===== config.mk =====
export PLATFORM = sky130hd
export DESIGN_NAME = alarm_status_irq
export DESIGN_NICKNAME = d
export VERILOG_FILES = /design/src/rtl/asir_pkg.sv /design/src/rtl/asir_sync.sv /design/src/rtl/asir_irq_flag.sv /design/src/rtl/asir_conv_timer.sv /design/src/rtl/alarm_status_irq.sv
export SDC_FILE = /design/constraint.sdc
export NUM_CORES = 1
export LEC_CHECK = 0
export BUFFER_PORTS_ARGS = -buffer_cell sky130_fd_sc_hd__buf_4
export CORE_MARGIN = 8
export CORE_UTILIZATION = 50
export CTS_CLUSTER_SIZE = 14
export DETAILED_ROUTE_END_ITERATION = 6
export GPL_TIMING_DRIVEN = 0
export PLACE_DENSITY = 0.77
export SLEW_MARGIN = 20
export SYNTH_ARGS = -nofsm -noshare
export SYNTH_HDL_FRONTEND = slang
export SYNTH_SLANG_ARGS = --single-unit

===== constraint.sdc =====
create_clock -name clk -period 1.7 [get_ports clk]
set_input_delay 0.085 -clock clk [delete_from_list [all_inputs] [get_ports clk]]
set_output_delay 0.085 -clock clk [all_outputs]
set_load 0.05 [all_outputs]

===== src/rtl/asir_pkg.sv =====
package asir_pkg;
   typedef struct packed {
      logic [1:0] div;
      logic       osc_off;
      logic       wprot;
      logic [1:0] sel;
      logic       aie;
   } ctrl_t;

   localparam ctrl_t CTRL_RESET = '{div: 2'b11, osc_off: 1'b1, wprot: 1'b0, sel: 2'b00, aie: 1'b0};

   function automatic logic [2:0] sel_decode(input logic [1:0] s);
      logic [2:0] r;
      r = '0;
      if (s != 2'b00) r[s - 2'd1] = 1'b1;
      return r;
   endfunction
endpackage


===== src/rtl/asir_sync.sv =====
module asir_sync #(
   parameter int STAGES = 2
) (
   input  logic clk,
   input  logic rst_n,
   input  logic d,
   output logic q
);
   logic [STAGES-1:0] chain;

   generate
      if (STAGES < 1) begin : g_bad
         $error("asir_sync: STAGES must be at least 1");
      end
      if (STAGES == 1) begin : g_one
         always_ff @(posedge clk or negedge rst_n)
            if (!rst_n) chain <= '0;
            else        chain <= d;
      end else begin : g_many
         always_ff @(posedge clk or negedge rst_n)
            if (!rst_n) chain <= '0;
            else        chain <= {chain[STAGES-2:0], d};
      end
   endgenerate

   assign q = chain[STAGES-1];
endmodule


===== src/rtl/asir_irq_flag.sv =====
module asir_irq_flag (
   input  logic clk,
   input  logic rst_n,
   input  logic set_i,
   input  logic clr_i,
   output logic flag_o
);
   always_ff @(posedge clk or negedge rst_n)
      if (!rst_n)     flag_o <= 1'b0;
      else if (set_i) flag_o <= 1'b1;
      else if (clr_i) flag_o <= 1'b0;
endmodule


===== src/rtl/asir_conv_timer.sv =====
module asir_conv_timer #(
   parameter int PERIOD_TICKS = 1000,
   parameter int WARN_TICKS   = 500
) (
   input  logic clk,
   input  logic rst_n,
   output logic upd_o,
   output logic load_o
);
   localparam int CNT_W = (PERIOD_TICKS > 1) ? $clog2(PERIOD_TICKS) : 1;
   localparam logic [CNT_W-1:0] LAST = CNT_W'(PERIOD_TICKS - 1);
   localparam logic [CNT_W-1:0] PRE  = CNT_W'(PERIOD_TICKS - WARN_TICKS - 1);

   generate
      if (PERIOD_TICKS < 2) begin : g_bad_p
         $error("asir_conv_timer: PERIOD_TICKS must be at least 2");
      end
      if (WARN_TICKS < 1 || WARN_TICKS >= PERIOD_TICKS) begin : g_bad_w
         $error("asir_conv_timer: WARN_TICKS must be in 1..PERIOD_TICKS-1");
      end
   endgenerate

   logic [CNT_W-1:0] cnt;

   always_ff @(posedge clk or negedge rst_n)
      if (!rst_n)           cnt <= '0;
      else if (cnt == LAST) cnt <= '0;
      else                  cnt <= cnt + 1'b1;

   always_ff @(posedge clk or negedge rst_n)
      if (!rst_n)           upd_o <= 1'b0;
      else if (cnt == PRE)  upd_o <= 1'b1;
      else if (cnt == LAST) upd_o <= 1'b0;

   assign load_o = (cnt == LAST);
endmodule


===== src/rtl/alarm_status_irq.sv =====
module alarm_status_irq
   import asir_pkg::*;
#(
   parameter int ADDR_W       = 4,
   parameter int ALM_BASE     = 0,
   parameter int ALM_CNT      = 3,
   parameter int CTRL_ADDR    = 8,
   parameter int STAT_ADDR    = 9,
   parameter int PERIOD_TICKS = 1000,
   parameter int WARN_TICKS   = 500,
   parameter int SYNC_STAGES  = 2
) (
   input  logic              clk,
   input  logic              rst_n,
   input  logic              bus_wr,
   input  logic              bus_rd,
   input  logic [ADDR_W-1:0] bus_addr,
   input  logic [7:0]        bus_wdata,
   output logic [7:0]        bus_rdata,
   input  logic              alarm_hit,
   input  logic              batt_low_in,
   output logic              irq_out,
   output logic [2:0]        ain_en,
   output logic              conv_load
);
   localparam int ASPACE = 1 << ADDR_W;
   localparam logic [ADDR_W-1:0] A_BASE = ADDR_W'(ALM_BASE);
   localparam logic [ADDR_W:0]   A_CNT  = (ADDR_W+1)'(ALM_CNT);
   localparam logic [ADDR_W-1:0] A_CTRL = ADDR_W'(CTRL_ADDR);
   localparam logic [ADDR_W-1:0] A_STAT = ADDR_W'(STAT_ADDR);

   generate
      if (ALM_CNT < 1 || ALM_BASE + ALM_CNT > ASPACE) begin : g_bad_alm
         $error("alarm_status_irq: alarm window out of address space");
      end
      if (CTRL_ADDR >= ASPACE || STAT_ADDR >= ASPACE || CTRL_ADDR == STAT_ADDR) begin : g_bad_reg
         $error("alarm_status_irq: bad control/status address");
      end
      if ((CTRL_ADDR >= ALM_BASE && CTRL_ADDR < ALM_BASE + ALM_CNT) ||
          (STAT_ADDR >= ALM_BASE && STAT_ADDR < ALM_BASE + ALM_CNT)) begin : g_overlap
         $error("alarm_status_irq: register overlaps alarm window");
      end
   endgenerate

   // address decode
   logic [ADDR_W-1:0] alm_off;
   logic              alm_access;
   assign alm_off    = bus_addr - A_BASE;
   assign alm_access = (bus_wr | bus_rd) && ({1'b0, alm_off} < A_CNT);

   // control register
   ctrl_t ctrl_q;
   always_ff @(posedge clk or negedge rst_n)
      if (!rst_n)                           ctrl_q <= CTRL_RESET;
      else if (bus_wr && bus_addr == A_CTRL) ctrl_q <= ctrl_t'(bus_wdata[6:0]);

   // request flag
   logic irq_flag;
   asir_irq_flag u_flag (
      .clk   (clk),
      .rst_n (rst_n),
      .set_i (alarm_hit),
      .clr_i (alm_access),
      .flag_o(irq_flag)
   );

   // battery level synchronizer
   logic batt_low_s;
   asir_sync #(.STAGES(SYNC_STAGES)) u_sync (
      .clk  (clk),
      .rst_n(rst_n),
      .d    (batt_low_in),
      .q    (batt_low_s)
   );

   // converter refresh sequencing
   logic upd_flag;
   asir_conv_timer #(.PERIOD_TICKS(PERIOD_TICKS), .WARN_TICKS(WARN_TICKS)) u_timer (
      .clk   (clk),
      .rst_n (rst_n),
      .upd_o (upd_flag),
      .load_o(conv_load)
   );

   assign irq_out = irq_flag & ctrl_q.aie;
   assign ain_en  = sel_decode(ctrl_q.sel);

   always_comb begin
      bus_rdata = 8'h00;
      if (bus_addr == A_CTRL)      bus_rdata = {1'b0, ctrl_q};
      else if (bus_addr == A_STAT) bus_rdata = {upd_flag, batt_low_s, 5'b00000, irq_flag};
   end
endmodule


==> Flow_metrics.wiki <==
{| class="wikitable"
! Metric !! Value
|-
| Outcome || complete, no violations
|-
| Overall global routing resource usage || between 10% and 20%
|-
| Synthesized instance count || between 90 and 100
|-
| DRC marker count from the first detailed-route iteration || 14
|-
| Share of the synthesized area in the top cell type || 40.7%
|-
| Later-pin clock latency in the skew report || about 0.30 ns
|-
| Highest clock rate || 631 MHz
|-
| Routed wire length || roughly 2300 um
|-
| Reg-to-reg critical path startpoint || u_timer.cnt[1]
|-
| Net switching component of the power || ~320 uW
|-
| Starting density of the core || 51.5%
|-
| Cell family contributing the most delay on the critical path || flip-flops
|-
| Critical path depth in cells || 4
|-
| FF-to-FF path depth || 4
|-
| Met1 Track Usage GR || roughly 14%
|-
| CTS Buf Count || 3
|-
| Filler cell count in the final layout || 164
|-
| Pint || 755 uW
|-
| Post-synthesis instance area || between 1000 and 1500 sq um
|-
| Final Total Pwr || 1070 uW
|-
| Hold violation total from the final report || 0
|-
| Total number of vias || 883
|-
| Yosys Warn Count || 0
|-
| FF-to-FF setup slack || about 0.24 ns
|-
| Share of the clock period used by the worst path after layout || 93.2%
|-
| DRC violation count after routing || 0
|-
| Pre-antenna DRT Iters || 4
|-
| Storage element area || between 500 and 600 sq um
|-
| Clk sinks || 21
|-
| I/O pin count || 31
|-
| Flop and latch count out of synthesis || 21
|-
| Fraction of power consumed by combinational cells || roughly a quarter
|-
| CTS tree || done
|-
| # rows || 17
|-
| PortBufs || 29
|-
| Per-cell via count in the routed design || about 5.4
|-
| Die height || 63.1 um
|-
| P per Cell Area || ~740 nW/um^2
|-
| Number of buffers and inverters on the critical path || 1
|-
| Synth-to-Final Area Change || 30.7%
|-
| Slowest cell on crit path || sky130_fd_sc_hd__dfrtp_1
|-
| Top cells by area in the synthesized netlist || sky130_fd_sc_hd__dfrtp_1, sky130_fd_sc_hd__dfstp_2, sky130_fd_sc_hd__mux2_2
|-
| Element type at the critical path end || output port
|-
| Estimated wirelength of the detail-placed design || 1760 um
|-
| Routability congestion estimate from global placement || 0.825
|-
| Antenna diodes || 0
|-
| Count of H-tree levels built during CTS || 1
|-
| Layout cells sized above 1 || about 42%
|-
| Max-slew violation total from the final report || 0
|-
| Die extent in x || 63.1 um
|-
| Global-route met3 utilization || 4.77%
|-
| Worst hold start || bus_wdata[1]
|-
| Launch point of the critical path || u_timer.cnt[1]
|-
| Critical path class || reg2out
|-
| Post-Syn Area per Cell || ~11 sq um
|-
| Met2 Track Usage GR || between 15 and 20%
|-
| Main flop type after synthesis || sky130_fd_sc_hd__dfrtp_1
|-
| Floorplan core area || 2150 sq um
|-
| Yosys top cell by area || sky130_fd_sc_hd__dfrtp_1
|-
| Gr busiest metal || met2
|-
| Ordered list of cells on the worst path || ha_2 -> nand4b_4 -> nor3_4 -> buf_4
|-
| Crit path DAT || about 1.5 ns
|-
| VDD IR max || between 0.6 and 0.7 mV
|-
| Startpoint type of the worst setup path || flop
|-
| Max Cap Viol || 0
|-
| Setup violators final || 0
|-
| Clock power share || between 20% and 30%
|-
| Worst slew pin tran || approximately 0.40 ns
|-
| Type of the tightest min-delay check || in2reg
|-
| Reg power frac || 54.2%
|-
| Synth top cells by count || sky130_fd_sc_hd__dfrtp_1, sky130_fd_sc_hd__mux2_2
|-
| Instance count along the most critical hold path || 2
|-
| Ys async rst share || between 90% and 100%
|-
| Multi-input logic area || 569 sq um
|-
| Cell at the root of the clock tree || sky130_fd_sc_hd__clkbuf_4
|-
| Required arrival time at the worst endpoint || about 1.6 ns
|-
| Syn Nets || ~120
|-
| Slew margin rel. || ~73%
|-
| Number of nets in the final layout || 158
|-
| Largest stage delay on the critical path || roughly 0.4 ns
|-
| Initial antenna violation count || 0
|-
| EDFF count, synth || 0
|-
| Area of the die || just under 4000 sq um
|-
| Number of buffers on the longest clock path || 2
|-
| Final-layout setup total negative slack || 0 ns
|-
| Mean routed wirelength per cell || 14.0 um
|-
| Time the final worst path needs with I/O delays and setup || 1.58 ns
|-
| Distinct cells, synth || 37
|-
| Switching part of the total power || between 20% and 30%
|-
| Wire length of the first global-routing pass || between 4000 and 5000 um
|-
| Pin count of the biggest net entering global routing || 22
|-
| Cell leakage power || 0.000666 uW
|-
| Residual antenna-violating net count after detailed routing || 0
|-
| Leading cell type by number of instances after synthesis || sky130_fd_sc_hd__dfrtp_1
|-
| Critical path peak fanout || 5
|-
| Setup repair after global routing missed its margin || no
|-
| Post-synthesis sequential area ratio || 47.8%
|-
| Setup clock skew after layout || 0.00550 ns
|-
| Total congestion overflow || 0
|-
| Via count of the first global-routing pass || approximately 890
|-
| Clock-pin slew reported for the worst setup and hold paths after clock tree synthesis || ~0.11 ns
|}
sequential cells by signal, summed over array words and instances, names as in the netlist:
name / flops
u_timer.cnt: 10
ctrl_q: 7
u_sync.chain: 2
u_flag.flag_o: 1
u_timer.upd_o: 1
layout make-up:
type / instances / share of cell area (%)
multi-input combinational: 73 / 39.3
sequential: 21 / 36.6
timing repair buffer: 35 / 18.7
tap: 28 / 2.42
clock buffer: 4 / 1.82
buffer: 2 / 0.691
inverter: 2 / 0.519
per-layer routing:
layer,wire [um],vias to the layer above
li1,-,438
met1,1040,403
met4,38,0
met5,0,-
met3,205,6
met2,1040,36
power by group through the flow:
| stage | registers (uW) | clock network [uW] | logic [uW] |
|---|---|---|---|
| after floorplan | 580 | 0 | 161 |
| after global placement | 584 | 0 | 249 |
| after detailed placement | 589 | 0 | 255 |
| after CTS | 579 | 241 | 261 |
| after global routing | 588 | 252 | 275 |
| final | 580 | 233 | 257 |
logic make-up (layout without fill, tap and decap cells):
family | count (synthesis) | count (layout) | share of synthesized area (%)
buffers and inverters | 4 | 43 | 1.58
adder cells (fa/ha/maj) | 2 | 2 | 2.26
multiplexers | 10 | 10 | 9.83
flip-flops | 21 | 21 | 47.8
AND/OR/NAND/NOR | 43 | 43 | 26.8
AO/OA/AOI/OAI | 15 | 15 | 9.38
XOR/XNOR | 3 | 3 | 2.37
placed cells by master, fill, tap and decap left out, drive strengths merged, types with 2 or more instances in the layout:
master,synthesis,routed
a211oi,2,2
a21o,2,2
and2,9,9
and4,2,2
buf,2,34
clkbuf,0,4
dfrtp,18,18
dfstp,3,3
dlygate4sd3,0,3
ha,2,2
inv,2,2
mux2,7,7
mux2i,3,3
nand2,6,6
nand2b,2,2
nand3,5,5
nand4,2,2
nor2,5,5
nor2b,3,3
nor4,2,2
o21ai,4,4
xnor2,2,2
repair_timing:
action                                  4_1_cts  5_1_grt
endpoints found under the hold margin        23        0
setup buffers                                 1        2
gates resized for setup                       1        0
hold buffers                                  3        0
pin swaps                                     1        1
endpoints found under the setup margin        1        1
metrics by stage:
stage / instance area (sq um) / instances / setup WS [ns] / util [%] / hold WS, ns
final: 1450 / 165 / 0.116 / 67.4 / 0.0120
after global routing: 1450 / 165 / 0.0292 / 67.4 / 0.00482
after CTS: 1430 / 163 / 0.0739 / 66.7 / 0.00998
after detailed placement: 1370 / 155 / 0.159 / 63.6 / -0.0189
after global placement: 1370 / 155 / 0.186 / 63.6 / -0.0228
after floorplan: 1110 / 98 / 0.0596 / - / -0.211
final timing paths:
kind | end
min in group asynchronous | ctrl_q[1]
hold reg to reg | u_sync.chain[1]
hold / removal | ctrl_q[1]
setup / recovery | conv_load
max in group asynchronous | ctrl_q[6]
setup reg to reg | u_timer.cnt[8]
(Power assumes the default switching activity.)
